### src/rtl/irq_pkg.sv
package irq_pkg;

  typedef enum logic [2:0] {
    SEL_PEND = 3'd0,
    SEL_EN   = 3'd1,
    SEL_PRIO = 3'd2,
    SEL_ACLR = 3'd3,
    SEL_GIE  = 3'd4
  } wr_sel_e;

  // Vector address for a source index: base plus index scaled by a power of two.
  function automatic logic [15:0] vec_of(input logic [7:0] idx,
                                         input logic [15:0] base,
                                         input int unsigned shl);
    return base + (16'(idx) << shl);
  endfunction

endpackage

### src/rtl/irq_pend_bank.sv
module irq_pend_bank
  import irq_pkg::*;
#(
  parameter int NSRC = 22,
  localparam int IDXW = $clog2(NSRC)
) (
  input  logic            clk,
  input  logic            rst_n,
  input  logic [NSRC-1:0] src_set,
  input  logic            wr_en,
  input  logic [2:0]      wr_sel,
  input  logic [NSRC-1:0] wr_data,
  input  logic            ack_evt,
  input  logic [IDXW-1:0] ack_idx,
  output logic [NSRC-1:0] pend_q,
  output logic [NSRC-1:0] en_q,
  output logic [NSRC-1:0] prio_q,
  output logic [NSRC-1:0] aclr_q,
  output logic            gie_q
);

  logic [NSRC-1:0] ack_clr;
  logic [NSRC-1:0] pend_sw;
  logic [NSRC-1:0] pend_d;

  // Per-source auto-clear decode on acknowledge.
  for (genvar g = 0; g < NSRC; g++) begin : g_clr
    assign ack_clr[g] = ack_evt && (ack_idx == IDXW'(g)) && aclr_q[g];
  end

  always_comb begin
    pend_sw = (wr_en && wr_sel == SEL_PEND) ? wr_data : pend_q;
    // Hardware set is applied last so it wins over any clear.
    pend_d  = (pend_sw & ~ack_clr) | src_set;
  end

  always_ff @(posedge clk) begin
    if (!rst_n) begin
      pend_q <= '0;
      en_q   <= '0;
      prio_q <= '0;
      aclr_q <= '0;
      gie_q  <= 1'b0;
    end else begin
      pend_q <= pend_d;
      if (wr_en) begin
        case (wr_sel)
          SEL_EN:   en_q   <= wr_data;
          SEL_PRIO: prio_q <= wr_data;
          SEL_ACLR: aclr_q <= wr_data;
          SEL_GIE:  gie_q  <= wr_data[0];
          default:  ;
        endcase
      end
    end
  end

endmodule

### src/rtl/irq_pick.sv
module irq_pick #(
  parameter int NSRC = 22,
  localparam int IDXW = $clog2(NSRC)
) (
  input  logic [NSRC-1:0] cand,
  output logic            found,
  output logic [IDXW-1:0] idx
);

  always_comb begin
    found = |cand;
    idx   = '0;
    for (int i = NSRC - 1; i >= 0; i--) begin
      if (cand[i]) idx = IDXW'(i);
    end
  end

endmodule

### src/rtl/irq_svc_track.sv
module irq_svc_track (
  input  logic clk,
  input  logic rst_n,
  input  logic push,
  input  logic push_hi,
  input  logic pop,
  output logic svc_lo,
  output logic svc_hi
);

  logic lo_after_pop;
  logic hi_after_pop;

  // A pop ends the most recent level, which is high whenever high is active.
  always_comb begin
    hi_after_pop = svc_hi && !pop;
    lo_after_pop = svc_lo && !(pop && !svc_hi);
  end

  always_ff @(posedge clk) begin
    if (!rst_n) begin
      svc_lo <= 1'b0;
      svc_hi <= 1'b0;
    end else begin
      svc_hi <= hi_after_pop || (push && push_hi);
      svc_lo <= lo_after_pop || (push && !push_hi);
    end
  end

endmodule

### src/rtl/irq_arbiter.sv
module irq_arbiter
  import irq_pkg::*;
#(
  parameter int NSRC = 22,
  parameter int VEC_BASE = 3,
  parameter int VEC_SHIFT = 3,
  localparam int IDXW = $clog2(NSRC)
) (
  input  logic            clk,
  input  logic            rst_n,
  input  logic [NSRC-1:0] src_set,
  input  logic            wr_en,
  input  logic [2:0]      wr_sel,
  input  logic [NSRC-1:0] wr_data,
  input  logic            insn_done,
  input  logic            vec_ack,
  input  logic            reti,
  output logic            irq_req,
  output logic [IDXW-1:0] irq_idx,
  output logic [15:0]     irq_vec
);

  logic [NSRC-1:0] pend_q, en_q, prio_q, aclr_q;
  logic            gie_q;
  logic [NSRC-1:0] cand, cand_hi, cand_lo;
  logic            hi_found, lo_found;
  logic [IDXW-1:0] hi_idx, lo_idx;
  logic            svc_lo, svc_hi;
  logic            win_ok, win_hi;
  logic [IDXW-1:0] win_idx;
  logic            take_evt, ack_evt;
  logic            req_q, lvl_q;
  logic [IDXW-1:0] idx_q;

  irq_pend_bank #(.NSRC(NSRC)) u_bank (
    .clk(clk), .rst_n(rst_n), .src_set(src_set),
    .wr_en(wr_en), .wr_sel(wr_sel), .wr_data(wr_data),
    .ack_evt(ack_evt), .ack_idx(idx_q),
    .pend_q(pend_q), .en_q(en_q), .prio_q(prio_q), .aclr_q(aclr_q), .gie_q(gie_q)
  );

  always_comb begin
    cand    = pend_q & en_q & {NSRC{gie_q}};
    cand_hi = cand & prio_q;
    cand_lo = cand & ~prio_q;
  end

  irq_pick #(.NSRC(NSRC)) u_pick_hi (.cand(cand_hi), .found(hi_found), .idx(hi_idx));
  irq_pick #(.NSRC(NSRC)) u_pick_lo (.cand(cand_lo), .found(lo_found), .idx(lo_idx));

  irq_svc_track u_svc (
    .clk(clk), .rst_n(rst_n),
    .push(ack_evt), .push_hi(lvl_q), .pop(reti),
    .svc_lo(svc_lo), .svc_hi(svc_hi)
  );

  // Level gating: high-in-service blocks all, low-in-service blocks low.
  always_comb begin
    win_ok  = 1'b0;
    win_hi  = 1'b0;
    win_idx = '0;
    if (!svc_hi && hi_found) begin
      win_ok  = 1'b1;
      win_hi  = 1'b1;
      win_idx = hi_idx;
    end else if (!svc_hi && !svc_lo && lo_found) begin
      win_ok  = 1'b1;
      win_idx = lo_idx;
    end
  end

  assign take_evt = insn_done && !req_q && win_ok;
  assign ack_evt  = vec_ack && req_q;

  always_ff @(posedge clk) begin
    if (!rst_n) begin
      req_q <= 1'b0;
      lvl_q <= 1'b0;
      idx_q <= '0;
    end else if (take_evt) begin
      req_q <= 1'b1;
      lvl_q <= win_hi;
      idx_q <= win_idx;
    end else if (ack_evt) begin
      req_q <= 1'b0;
    end
  end

  assign irq_req = req_q;
  assign irq_idx = idx_q;
  assign irq_vec = vec_of(8'(idx_q), 16'(VEC_BASE), VEC_SHIFT);

endmodule

### config.mk
export PLATFORM = sky130hd
export DESIGN_NAME = irq_arbiter
export DESIGN_NICKNAME = d
export VERILOG_FILES = /design/src/rtl/irq_pkg.sv /design/src/rtl/irq_pend_bank.sv /design/src/rtl/irq_pick.sv /design/src/rtl/irq_svc_track.sv /design/src/rtl/irq_arbiter.sv
export SDC_FILE = /design/constraint.sdc
export NUM_CORES = 1
export LEC_CHECK = 0
export CAP_MARGIN = 20
export CELL_PAD_IN_SITES_DETAIL_PLACEMENT = 1
export CELL_PAD_IN_SITES_GLOBAL_PLACEMENT = 2
export CORE_MARGIN = 2
export CORE_UTILIZATION = 34
export CTS_CLUSTER_SIZE = 28
export DETAILED_ROUTE_END_ITERATION = 10
export HOLD_SLACK_MARGIN = 0.06
export PLACE_DENSITY = 0.83
export SETUP_SLACK_MARGIN = 0.1
export SYNTH_ARGS = -nofsm -noshare
export SYNTH_HDL_FRONTEND = slang
export SYNTH_SLANG_ARGS = --single-unit
### constraint.sdc
create_clock -name clk -period 5.1 [get_ports clk]
set_input_delay 1.02 -clock clk [delete_from_list [all_inputs] [get_ports clk]]
set_output_delay 1.02 -clock clk [all_outputs]
set_load 0.02 [all_outputs]
## Word level (Yosys, flattened, before mapping)

Cells that the tools add are included.

- Reduce and logical (&&, ||, !) cells: 73
- Equal/unequal tests: 25
- $add $sub $neg: 1
- Bitwise gates (word level): 8
- Mux-type cells: 52

Operators by type and width:

| kind | number |
|---|---|
| $mux 5 | 46 |
| $and 22x22->22 | 5 |
| $logic_and 1x1->1 | 56 |
| $not 22->22 | 2 |
| $reduce_or 22->1 | 2 |
| $eq 5x4->1 const B | 8 |
| $eq 5x5->1 const B | 6 |
| $mux 22 | 1 |
| $or 22x22->22 | 1 |
| $eq 5x3->1 const B | 4 |
| $eq 5x2->1 const B | 2 |
| $add 2x8->9 const A | 1 |
| $reduce_and 2->1 | 4 |
| $eq 3x2->1 const B | 2 |
| $logic_not 1->1 | 6 |
| $eq 5x1->1 const B | 1 |
| $logic_not 5->1 | 1 |
| $mux 1 | 5 |
| $eq 3x1->1 const B | 1 |
| $eq 3x3->1 const B | 1 |
| $logic_not 3->1 | 1 |
| $logic_or 1x1->1 | 2 |
| $reduce_bool 2->1 | 1 |

- Output and inout bits: 22
- Logic and storage cells: 169
- Bits of input ports: 53
- Bits in registers: 98

## Longest topological paths before layout

- Word-level depth: 27
- Mapped depth: 9
- Mapped depth without buffers: 6

## Cells and area by module

Synthesis repeated with hierarchy kept, for this count alone.

- Cells, all modules: 654
- Area, all modules: 5260.0 um2

By module, submodules not included:

| module | times used | sequential area each (um2) | area each (um2) | cells an instance |
|---|---|---|---|---|
| irq_pend_bank | 1 | 1781.7 | 3769.9 | 412 |
| irq_arbiter | 1 | 140.1 | 887.1 | 147 |
| irq_pick | 2 | 0.0 | 261.5 | 43 |
| irq_svc_track | 1 | 40.0 | 80.1 | 9 |

## Worst setup path before layout

Ideal clock, no wire load.

- Path kind: input port to flip-flop
- Start: input port wr_en
- End: register u_bank.pend_q[12]
- Setup slack: 2547 ps
- Arrival: 2426 ps
- Library setup time: 128 ps
- Stages on the path: 8
- Path buffers: 2
- Cell sequence: nor2b_1 -> and2_1 -> clkbuf_1 -> buf_1 -> mux2i_1 -> a31oi_1 -> nor2_1 -> nor2_1

- Cells in the longest elaborated chain, start to end: 4

RTL lines:

| element | line | source |
|---|---|---|
| start, declared | irq_arbiter.sv:12 | `input logic wr_en,` |
| $logic_and 1x1->1 | irq_pend_bank.sv:32 | `pend_sw = (wr_en && wr_sel == SEL_PEND) ? wr_data : pend_q;` |
| $mux 22 | irq_pend_bank.sv:32 |  |
| $and 22x22->22 | irq_pend_bank.sv:34 | `pend_d = (pend_sw & ~ack_clr) \| src_set;` |
| $or 22x22->22 | irq_pend_bank.sv:34 |  |
| end signal, assigned | irq_pend_bank.sv:45 | `pend_q <= pend_d;` |
| end, declared | irq_pend_bank.sv:15 | `output logic [NSRC-1:0] pend_q,` |

Every way passes these cells.
A chain may end at the register's enable or synchronous reset.

## Worst setup path after layout

- Start: input port wr_en
- End: register u_bank.pend_q[6]

Same word-level chain as after synthesis.

==> summary.txt <==
GRT
  • Initial antenna violation count: 0
  • Number of global-route vias before repair: 4978
  • GRT Util Overall: 21.4%
  • Total global routing overflow: 0
  • Largest net degree at the start of global routing: 61
  • First-pass GRT wire length: 26800 um

Drt
  • Via density per instance: 5.59
  • Detailed router's first-iteration violation count: 225
  • Antenna-violating nets left: 0
  • Final wirelength: 17000 um
  • Drc violations: 0
  • Via count: 4820
  • WL per Instance: 19.8 um
  • First-pass DRT Iterations: 4

Finish
  • Sequential Area: 1960 sq um
  • Final Net Count: 726
  • Layout cell share with drive strength beyond 1: 6.49%
  • Inserted Diodes: 0
  • Area Overhead vs Synth: 21.6%
  • Final-layout fill cell count: 1763
  • Post-route cell area: 6140 sq um
  • Area occupied by multi-input gates: 2840 sq um

Flow run
  • Max-Cap Viols: 0

Clocking
  • Post-CTS sizing: 0
  • CTS H-tree lvls: 3
  • Max Buffers Root-to-Sink: 2
  • Skew-Pair Late Insertion Delay: 360 ps
  • Total CTS buffers: 9
  • Post-CTS setup buffers: 0
  • Root buffer cell: clkbuf_16
  • Hold buffer count at CTS: 0
  • CTS clk-pin slew, worst paths: 70 ps
  • CTS tree: built
  • Clk sink count: 98

Synthesis
  • Post-synth EDFFs: 0
  • Synth Register Bits: 98
  • Seq/Total Area, Yosys: 38.8%
  • Ys Warns: 0
  • Yosys cell types: 57
  • Ranking of synthesized cells by area: dfxtp_1, nand2_1, a21oi_1
  • Share of the synthesized area in the top cell type: 38.8%
  • Post-Synthesis Cells: 628
  • Most frequent cells after synthesis: nand2_1, dfxtp_1, a21oi_1
  • Main synth FF type: dfxtp_1
  • Most common cell in the synthesized netlist: nand2_1
  • Synth Cell Area: 5050 sq um
  • Largest area contributor in the netlist: dfxtp_1
  • Mean area per synthesized cell: 8.04 sq um
  • Async S/R FF share, synth: 0%

Place
  • Placed Area: 5740 sq um
  • Placer Congestion: 0.812
  • Port bufs: 63
  • Hpwl dp: 12400 um

Timing
  • Final worst-path cycle share: 58.9%
  • Final slew viol count: 0
  • Slew headroom: 26.9%
  • Clock skew: 8.25 ps
  • Setup TNS: 0 ps
  • Final setup violation count: 0
  • Worst Tran Pin Value: 1100 ps
  • Fmax: 333 MHz
  • RSZ-0062 raised after global routing: no
  • Hold Vio Cnt, Final: 0
  • Post-route minimum period: 3000 ps

Worst setup path
  • Cells along the critical path: clkdlybuf4s50_1 > nor2b_1 > and2_1 > buf_4 > mux2i_1 > a31oi_1 > nor2_1 > nor2_1
  • Slowest CP cell: and2_1
  • Crit path arrival time: 3260 ps
  • Crit path top cell by count: nor2_1
  • Critical Path RT: 5350 ps
  • CP bufs+invs: 2
  • Slowest cell delay on critical path: 590 ps
  • Kind of end point of the critical path: register
  • Crit path launch type: primary input
  • Crit Path Category: in2reg
  • Crit-path max FO: 13
  • Top delay family on crit path: simple AND/OR/NAND/NOR gates

Floorplan
  • Core ar.: 14500 sq um
  • Initial Util: 34.8%
  • Die width: 126 um
  • I/O pin cnt: 75
  • Die ar.: 15800 sq um
  • Rows: 44
  • Die H: 126 um

Pwr
  • Clk pwr share: 45.8%
  • Sw power: 0.434 mW
  • Leakage power: 2.24 nW
  • P_int: 1.34 mW
  • Switch share: 24.4%
  • Gate power share: 8.4%
  • Pwr dens: 289 nW/um^2
  • Sequential share of power: 45.8%
  • Worst VDD drop: 0.153 mV

Worst hold path
  • Hold/Removal Path Class: reg2reg

Run status
  • Outcome: complete, no violations
layout by cell type (no fill, tap or decap), types with 3 or more instances in the layout:
cell and n:
nand2_1 148, dfxtp_1 98, a21oi_1 75, clkdlybuf4s50_1 63
nor2_1 58, nand4_1 22, mux2i_1 21, a31oi_1 21
and4b_1 13, nand4b_1 13, conb_1 11, clkbuf_16 9
nor2b_1 8, and4_1 8, o21ai_0 8, nand3_1 7
nor3_1 7, and3_1 5, nand4_2 5, o211ai_1 5
a211oi_1 5, buf_4 5, nand4_4 4, and2_1 3
o31ai_1 3, o21a_1 3, bufinv_16 3
cell families (layout without fill, tap and decap cells):
logic type,count (synthesis),after routing,synth area share (%)
multiplexers,23,23,4.61
flip-flops,98,98,38.8
other,2,11,0.149
AO/OA/AOI/OAI,136,136,16.5
AND/OR/NAND/NOR,319,319,34.2
buffers and inverters,50,91,5.67
final timing paths:
check | startpoint | slack, ps | cells past startpoint | to
worst max register to register | u_bank.gie_q | 2140 | 8 | irq_idx[1]
worst max-delay path | wr_en | 2100 | 8 | u_bank.pend_q[6]
worst min-delay path | u_bank.aclr_q[0] | 460 | 2 | u_bank.aclr_q[0]
worst min register to register | u_bank.aclr_q[0] | 460 | 2 | u_bank.aclr_q[0]
final cells by class:
type                            count  area share (%)
Multi-Input combinational cell    489            46.2
Sequential cell                    98            32.0
Timing Repair Buffer               72            12.2
Tap cell                          184            3.75
Clock buffer                        9            3.67
Clock inverter                      7            2.02
Inverter                            3           0.183
per-stage QoR:
| stage | util, % | hold WS, ps | std cells | setup slack [ps] | power [mW] |
|---|---|---|---|---|---|
| after floorplan | - | 436 | 637 | 2550 | 0.902 |
| after global placement | 39.4 | 442 | 843 | 1820 | 0.970 |
| after detailed placement | 39.5 | 453 | 844 | 1730 | 0.976 |
| after CTS | 41.9 | 464 | 860 | 1790 | 1.78 |
| after global routing | 42.2 | 484 | 862 | 1930 | 1.83 |
| final | 42.2 | 459 | 862 | 2100 | 1.78 |
per-layer routing:
layer	track usage [%]	up-vias	part of all wire, %
met2	36.1	99	48
met1	28.5	2374	46
met3	2.46	23	4.0
li1	-	2324	-
met4	7.37	0	1.9
met5	0	-	0
sequential cells by signal (all words and copies together) (netlist names), 5 cells and up:
signal	flops
u_bank.en_q	22
u_bank.pend_q	22
irq_idx	5
u_bank.prio_q	22
u_bank.aclr_q	22
worst register-to-register path: stages, from the launching register on:
cell,delay (ps)
dfxtp_1,400
buf_16,200
buf_12,170
and4b_1,260
nor4_1,620
and4bb_1,370
a2111oi_4,130
or2_1,360
a311oi_1,330
power by group through the flow:
stage	combinational [mW]	clock [mW]	sequential, mW
5_1_grt	0.163	0.854	0.817
3_5_place_dp	0.144	0	0.832
6_report	0.149	0.813	0.814
4_1_cts	0.145	0.822	0.814
3_3_place_gp	0.140	0	0.830
2_1_floorplan	0.0804	0	0.822
Power figures use the tool's default switching activity.
